[config.mk]
export PLATFORM = sky130hd
export DESIGN_NAME = gpio_pad_ctrl
export DESIGN_NICKNAME = d
export VERILOG_FILES = /design/src/rtl/gpio_pad_pkg.sv /design/src/rtl/gpio_cfg_store.sv /design/src/rtl/gpio_cfg_decode.sv /design/src/rtl/gpio_pad_route.sv /design/src/rtl/gpio_pad_ctrl.sv
export SDC_FILE = /design/constraint.sdc
export NUM_CORES = 1
export LEC_CHECK = 0
export ABC_AREA = 1
export BUFFER_PORTS_ARGS = -buffer_cell sky130_fd_sc_hd__buf_4
export CORE_MARGIN = 2
export CORE_UTILIZATION = 39
export DETAILED_ROUTE_END_ITERATION = 6
export GPL_TIMING_DRIVEN = 0
export HOLD_SLACK_MARGIN = 0.02
export PLACE_DENSITY = 0.72
export SETUP_SLACK_MARGIN = 0.05
export SLEW_MARGIN = 10
export SYNTH_ARGS = -nofsm -noshare
export SYNTH_HDL_FRONTEND = slang
export SYNTH_SLANG_ARGS = --single-unit
[constraint.sdc]
create_clock -name clk -period 0.8 [get_ports clk]
set_input_delay 0.04 -clock clk [delete_from_list [all_inputs] [get_ports clk]]
set_output_delay 0.04 -clock clk [all_outputs]
set_load 0.02 [all_outputs]
[src/rtl/gpio_pad_pkg.sv]
package gpio_pad_pkg;

    localparam int CFG_W          = 13;
    localparam int DRV_W          = 3;
    localparam int BIT_OWNER      = 0;
    localparam int BIT_OBUF_OFF   = 1;
    localparam int BIT_IBUF_OFF   = 3;
    localparam int DRV_LSB        = 10;
    localparam int PROTECTED_PINS = 6;

    typedef logic [CFG_W-1:0] cfg_word_t;

    localparam logic [DRV_W-1:0] DRV_ANALOG = 3'b000;
    localparam logic [DRV_W-1:0] DRV_INPUT  = 3'b001;
    localparam logic [DRV_W-1:0] DRV_PULLDN = 3'b010;
    localparam logic [DRV_W-1:0] DRV_PULLUP = 3'b011;
    localparam logic [DRV_W-1:0] DRV_STRONG = 3'b110;

    // Recognised configuration words
    localparam cfg_word_t CFG_MGMT_IN_NOPULL = 13'h0403;
    localparam cfg_word_t CFG_MGMT_IN_PDN    = 13'h0803;
    localparam cfg_word_t CFG_MGMT_IN_PUP    = 13'h0c03;
    localparam cfg_word_t CFG_MGMT_OUT       = 13'h1809;
    localparam cfg_word_t CFG_MGMT_BIDIR     = 13'h1801;
    localparam cfg_word_t CFG_MGMT_ANALOG    = 13'h000b;
    localparam cfg_word_t CFG_USER_IN_NOPULL = 13'h0402;
    localparam cfg_word_t CFG_USER_IN_PDN    = 13'h0802;
    localparam cfg_word_t CFG_USER_IN_PUP    = 13'h0c02;
    localparam cfg_word_t CFG_USER_OUT       = 13'h1808;
    localparam cfg_word_t CFG_USER_BIDIR     = 13'h1800;
    localparam cfg_word_t CFG_USER_MONITOR   = 13'h1802;
    localparam cfg_word_t CFG_USER_ANALOG    = 13'h000a;

    typedef enum logic [1:0] {
        OE_FORCE_OFF  = 2'd0,
        OE_FORCE_ON   = 2'd1,
        OE_FROM_OWNER = 2'd2
    } oe_src_e;

    typedef struct packed {
        logic             mgmt_own;
        logic             obuf_off;
        logic             ibuf_off;
        logic [DRV_W-1:0] drive;
    } cfg_fields_t;

    typedef struct packed {
        logic             mgmt_own;
        logic             monitor;
        logic             ibuf_dis;
        oe_src_e          oe_src;
        logic [DRV_W-1:0] drive;
    } pad_ctl_t;

    function automatic cfg_fields_t split_word(input cfg_word_t w);
        cfg_fields_t f;
        f.mgmt_own = w[BIT_OWNER];
        f.obuf_off = w[BIT_OBUF_OFF];
        f.ibuf_off = w[BIT_IBUF_OFF];
        f.drive    = w[DRV_LSB +: DRV_W];
        return f;
    endfunction

    function automatic bit bidir_pin_ok(input int idx);
        return (idx == 0) || (idx == 1) || (idx == 35) || (idx == 36) || (idx == 37);
    endfunction

    function automatic cfg_word_t reset_word(input int idx, input cfg_word_t dflt);
        cfg_word_t w;
        w = dflt;
        if (idx < PROTECTED_PINS) w[BIT_OWNER] = 1'b1;
        return w;
    endfunction

endpackage

[src/rtl/gpio_cfg_store.sv]
module gpio_cfg_store
    import gpio_pad_pkg::*;
#(
    parameter int        PIN_INDEX    = 8,
    parameter cfg_word_t DEFAULT_WORD = CFG_MGMT_IN_NOPULL
) (
    input  logic      clk,
    input  logic      rst,
    input  logic      we,
    input  cfg_word_t wdata,
    output cfg_word_t word
);

    localparam cfg_word_t RESET_WORD = reset_word(PIN_INDEX, DEFAULT_WORD);

    always_ff @(posedge clk) begin
        if (rst)     word <= RESET_WORD;
        else if (we) word <= wdata;
    end

    assert_reset_load_R1: assert property (@(posedge clk) disable iff (rst)
        $fell(rst) |-> (word == RESET_WORD));

    assert_write_R3: assert property (@(posedge clk) disable iff (rst)
        we |=> (word == $past(wdata)));

    assert_hold_R3: assert property (@(posedge clk) disable iff (rst)
        !we |=> $stable(word));

    generate
        if (PIN_INDEX < PROTECTED_PINS) begin : g_protected
            assert_low_pin_mgmt_R2: assert property (@(posedge clk) disable iff (rst)
                $fell(rst) |-> word[BIT_OWNER]);
        end
    endgenerate

endmodule

[src/rtl/gpio_cfg_decode.sv]
module gpio_cfg_decode
    import gpio_pad_pkg::*;
#(
    parameter int PIN_INDEX = 8
) (
    input  cfg_word_t word,
    output pad_ctl_t  ctl
);

    cfg_fields_t f;
    logic        analog;
    logic        monitor;
    logic        mgmt_bidir_req;
    logic        demote;

    assign f              = split_word(word);
    assign analog         = (f.drive == DRV_ANALOG);
    assign monitor        = (word == CFG_USER_MONITOR);
    assign mgmt_bidir_req = f.mgmt_own & ~f.obuf_off & ~f.ibuf_off & ~analog;

    // Pin index picks whether management bidirectional is honoured
    generate
        if (bidir_pin_ok(PIN_INDEX)) begin : g_bidir_pin
            assign demote = 1'b0;
        end else begin : g_plain_pin
            assign demote = mgmt_bidir_req;
        end
    endgenerate

    always_comb begin
        ctl.mgmt_own = f.mgmt_own;
        ctl.monitor  = monitor;
        ctl.drive    = f.drive;
        ctl.ibuf_dis = analog | f.ibuf_off | demote;
        if (analog || (f.obuf_off && !monitor))
            ctl.oe_src = OE_FORCE_OFF;
        else if (f.mgmt_own && (f.ibuf_off || demote))
            ctl.oe_src = OE_FORCE_ON;
        else
            ctl.oe_src = OE_FROM_OWNER;
    end

endmodule

[src/rtl/gpio_pad_route.sv]
module gpio_pad_route
    import gpio_pad_pkg::*;
(
    input  pad_ctl_t         ctl,
    input  logic             mgmt_dout,
    input  logic             mgmt_oeb,
    input  logic             user_dout,
    input  logic             user_oeb,
    input  logic             pad_in,
    output logic             pad_dout,
    output logic             pad_oeb,
    output logic             pad_ibuf_dis,
    output logic [DRV_W-1:0] pad_drive,
    output logic             mgmt_din,
    output logic             user_din
);

    logic owner_oeb;
    logic in_live;

    assign owner_oeb    = ctl.mgmt_own ? mgmt_oeb : user_oeb;
    assign pad_dout     = ctl.mgmt_own ? mgmt_dout : user_dout;
    assign pad_ibuf_dis = ctl.ibuf_dis;
    assign pad_drive    = ctl.drive;
    assign in_live      = ~ctl.ibuf_dis & pad_in;
    assign mgmt_din     = in_live & (ctl.mgmt_own | ctl.monitor);
    assign user_din     = in_live & ~ctl.mgmt_own;

    always_comb begin
        case (ctl.oe_src)
            OE_FORCE_ON:   pad_oeb = 1'b0;
            OE_FROM_OWNER: pad_oeb = owner_oeb;
            default:       pad_oeb = 1'b1;
        endcase
    end

endmodule

[src/rtl/gpio_pad_ctrl.sv]
module gpio_pad_ctrl
    import gpio_pad_pkg::*;
#(
    parameter int        PIN_INDEX    = 8,
    parameter cfg_word_t DEFAULT_WORD = CFG_MGMT_IN_NOPULL
) (
    input  logic        clk,
    input  logic        rst,
    input  logic        cfg_we,
    input  logic [12:0] cfg_wdata,
    input  logic        mgmt_dout,
    input  logic        mgmt_oeb,
    input  logic        user_dout,
    input  logic        user_oeb,
    input  logic        pad_in,
    output logic        pad_dout,
    output logic        pad_oeb,
    output logic        pad_ibuf_dis,
    output logic [2:0]  pad_drive,
    output logic        mgmt_din,
    output logic        user_din
);

    cfg_word_t cfg_q;
    pad_ctl_t  ctl;

    gpio_cfg_store #(
        .PIN_INDEX    (PIN_INDEX),
        .DEFAULT_WORD (DEFAULT_WORD)
    ) u_store (
        .clk   (clk),
        .rst   (rst),
        .we    (cfg_we),
        .wdata (cfg_wdata),
        .word  (cfg_q)
    );

    gpio_cfg_decode #(
        .PIN_INDEX (PIN_INDEX)
    ) u_decode (
        .word (cfg_q),
        .ctl  (ctl)
    );

    gpio_pad_route u_route (
        .ctl          (ctl),
        .mgmt_dout    (mgmt_dout),
        .mgmt_oeb     (mgmt_oeb),
        .user_dout    (user_dout),
        .user_oeb     (user_oeb),
        .pad_in       (pad_in),
        .pad_dout     (pad_dout),
        .pad_oeb      (pad_oeb),
        .pad_ibuf_dis (pad_ibuf_dis),
        .pad_drive    (pad_drive),
        .mgmt_din     (mgmt_din),
        .user_din     (user_din)
    );

    assert_obuf_off_R6: assert property (@(posedge clk) disable iff (rst)
        (cfg_q[BIT_OBUF_OFF] && cfg_q != CFG_USER_MONITOR) |-> pad_oeb);

    assert_analog_quiet_R12: assert property (@(posedge clk) disable iff (rst)
        (cfg_q[DRV_LSB +: DRV_W] == DRV_ANALOG) |->
            (pad_oeb && pad_ibuf_dis && !mgmt_din && !user_din));

    assert_monitor_R8: assert property (@(posedge clk) disable iff (rst)
        (cfg_q == CFG_USER_MONITOR) |->
            (mgmt_din == pad_in && user_din == pad_in && pad_oeb == user_oeb));

    assert_user_blind_R13: assert property (@(posedge clk) disable iff (rst)
        cfg_q[BIT_OWNER] |-> !user_din);

    assert_mgmt_blind_R13: assert property (@(posedge clk) disable iff (rst)
        (!cfg_q[BIT_OWNER] && cfg_q != CFG_USER_MONITOR) |-> !mgmt_din);

    generate
        if (!bidir_pin_ok(PIN_INDEX)) begin : g_demote_chk
            assert_demote_R10: assert property (@(posedge clk) disable iff (rst)
                (cfg_q == CFG_MGMT_BIDIR) |-> (!pad_oeb && pad_ibuf_dis && !mgmt_din));
        end else begin : g_bidir_chk
            assert_bidir_R9: assert property (@(posedge clk) disable iff (rst)
                (cfg_q == CFG_MGMT_BIDIR) |-> (pad_oeb == mgmt_oeb && !pad_ibuf_dis));
        end
    endgenerate

endmodule

==> flow_metrics.tcl <==
set metrics [dict create \
    setup_viol 9 \
    yosys.area_share.simple_pct 27.3 \
    synth_top_area_share_pct 43.4 \
    syn_avg_cell_area_um2 6.89 \
    ys_ff_latch 13 \
    synth_flop_cell "dfxtp_1" \
    routed_via_density 4.86 \
    crit_slowest_cell "dfxtp_2" \
    cts_max_level 1 \
    cts_buffer_depth 2 \
    synth_fa_ha_area_share_pct 0 \
    yosys_warnings 0 \
    gp_congestion 0.799 \
    fin_ws_ns -0.571 \
    hold_buffers 9 \
    critical_path.max_fanout 3 \
    reg.largest.list "u_store.word x13" \
    first_iter_violations 4 \
    vdd_drop_max_v 0.00119 \
    grt_pass1_vias 708 \
    cts_tree "yes" \
    die_w_um 43.2 \
    grt_pass1_wl_mm 2.82 \
    n_antenna_cell 0 \
    crit_type "reg2out" \
    cp.required_ns 0.76 \
    clock_latency_ns 0.28 \
    seqPwrFrac_pct 44.8 \
    cts.sinks 13 \
    status "complete, but fails checks" \
    syn-instance-count 87 \
    synthArstFlopShare_pct 0 \
    port_buffers 28 \
    critical_path.startpoint "u_store.word[11]" \
    cts.reportedPaths.clkPinSlew_ns 0.08 \
    vias 719 \
    start_util_pct 40.7 \
    final_layout_size_suffix_gt1_share_pct 53.0 \
    die-area_mm2 0.00187 \
    regMostFlops "u_store.word" \
    muxShareOfSynthArea_pct 0 \
    synth.top_cells.by_count "nor2_1 (21), dfxtp_1 (13), nand2_1 (13), o21ai_0 (13), inv_1 (9)" \
    power.leakage_nw 0.528 \
    skew_ns 0 \
    cpPeakStageDelay_ns 0.36 \
    root_buffer "clkbuf_4" \
    relSlewSlack_pct 81.5 \
    drt.antenna.violating_nets 0 \
    rsz0062_at_grt "true" \
    worst_pin_slew_ns 0.276 \
    finalPower_mw 1.64 \
    dp_hpwl_mm 1.09 \
    io_pins 29 \
    first_pass_iters 4 \
    timing_hold_violations_final 3 \
    drv_cap 0 \
    fin_cells 148 \
    p_int_mw 1.16 \
    synth_nets 108 \
    worst_setup_path_start_kind "flip-flop" \
    synth_top_family_by_area "simple AND/OR/NAND/NOR gates" \
    violations "negative hold slack, negative setup slack" \
    drv_slew 0 \
    combPwrFrac_pct 29.8 \
    syn_to_final_growth_pct 86.0 \
    grt_max_degree 11 \
    routedWlPerCell_um 12.0 \
    fp-row-count 14 \
    finalCritPeriodShare_pct 171 \
    cts_inserted_buffers 3 \
    p_sw_share_pct 29.2 \
    worstPathCellList "nor2_2 -> nand2_2 -> nand4_1 -> a21oi_4 -> buf_6" \
    fillers 121 \
    fmax_ghz 0.729 \
    design.core.area_mm2 0.00147 \
    p_clk_share_pct 25.4 \
    track_usage_pct 20.3 \
    drc_errors 0 \
    netlist_area_um2 599 \
    whs_ns -0.0147 \
    layout_min_cycle_time_ns 1.37 \
    finalWirelength_mm 1.77 \
    r2r_start "u_store.word[0]" \
    yosysSeqAreaShare_pct 43.4 \
    dp_cells 131 \
    ys_top_cells_by_area "dfxtp_1 (43%), nor2_1 (13%), o21ai_0 (11%)" \
    synth_edf_count 0 \
    gr-total-overflow 0 \
    antenna_found_initial 0 \
    min_from "rst" \
    endpoint_kind "output pin" \
    critical_path_arrival_ns 1.33 \
    ys_types 13 \
    synth_most_common_cell "nor2_1" \
    p_switching_mw 0.477 \
    die_h_um 43.2 \
    fin_nets 154 \
    synth_xor_area_share_pct 0 \
    worstHoldPathType "in2reg" \
    synth_compound_gate_area_share_pct 17.3 \
    power.density_mw_per_mm2 1470 \
    largest_reg_flops 13 \
    synth_largest_area_cell "dfxtp_1" \
]
-- cells in the final DEF (no fill, tap or decap), types with 2 or more instances in the layout --
cell and count:
buf_4 24, nor2_1 17, buf_6 12, o21ai_0 10
dlygate4sd3_1 9, nand2_2 8, dfxtp_1 7, nand2_1 5
a21oi_1 5, inv_1 4, inv_2 4, nor2_2 4
clkbuf_4 3, dfxtp_4 3, dfxtp_2 3, nand4_1 2
o21ai_2 2
-- per-layer routing --
layer	GRT usage, %	routed length, um	up-vias
li1	-	-	366
met1	22.4	723	325
met2	35.8	924	23
met3	2.55	90	5
met4	12.7	31	0
met5	0	0	-
-- critical path: cells and delay by family (launching register included) --
kind	cells	cell delay [ns]
AO/OA/AOI/OAI	1	0.20
buffers and inverters	1	0.13
flip-flops	1	0.36
AND/OR/NAND/NOR	3	0.35
-- power groups by stage --
stage          clock network, mW  logic, mW  registers (mW)
3_3_place_gp                   0      0.338           0.742
5_1_grt                    0.443      0.530           0.738
4_1_cts                    0.415      0.441           0.729
3_5_place_dp                   0      0.346           0.744
6_report                   0.415      0.488           0.733
2_1_floorplan                  0      0.196           0.736
-- logic make-up (layout without fill, tap and decap cells) --
logic type	count (synthesis)	in the layout
AOI/OAI and AO/OA	20	20
buffers and inverters	14	59
DFF	13	13
and+or+nand+nor	40	40
-- per-stage QoR --
| step | setup WS, ns | utilization [%] | hold slack (ns) | TNS [ns] | cell area (um2) |
|---|---|---|---|---|---|
| after floorplan | -0.0975 | - | 0.140 | -0.204 | 626 |
| after global placement | -0.222 | 58.2 | 0.250 | -0.590 | 856 |
| after detailed placement | -0.232 | 58.2 | 0.256 | -0.640 | 856 |
| after CTS | -0.514 | 71.6 | -0.0211 | -2.61 | 1050 |
| after global routing | -0.617 | 75.8 | -0.0132 | -3.05 | 1110 |
| final | -0.571 | 75.8 | -0.0147 | -2.71 | 1110 |
-- timing repair --
item | 4_1_cts | 5_1_grt
gates cloned | 0 | 0
hold endpoints to repair | 10 | 3
buffers inserted | 3 | 3
pin swaps | 1 | 12
endpoints found under the setup margin | 8 | 10
gates resized for setup | 14 | 25
-- area by class of cell --
| cell class | count | area [um2] | share of cell area [%] |
|---|---|---|---|
| timing repair buffer | 43 | 399 | 35.8 |
| multi-input combinational | 60 | 332 | 29.7 |
| sequential | 13 | 275 | 24.7 |
| inverter | 9 | 36.3 | 3.25 |
| clock buffer | 4 | 26.3 | 2.36 |
| buffer | 3 | 26.3 | 2.36 |
| tap | 16 | 20.0 | 1.80 |
-- worst paths after layout --
| path | end | cells past startpoint | slack (ns) |
|---|---|---|---|
| min reg2reg | u_store.word[8] | 2 | 0.47 |
| max | mgmt_din | 5 | -0.57 |
| max reg2reg | u_store.word[0] | 4 | -0.02 |
| min | u_store.word[0] | 3 | -0.01 |
Note: power is estimated with default switching activity, not from simulation.
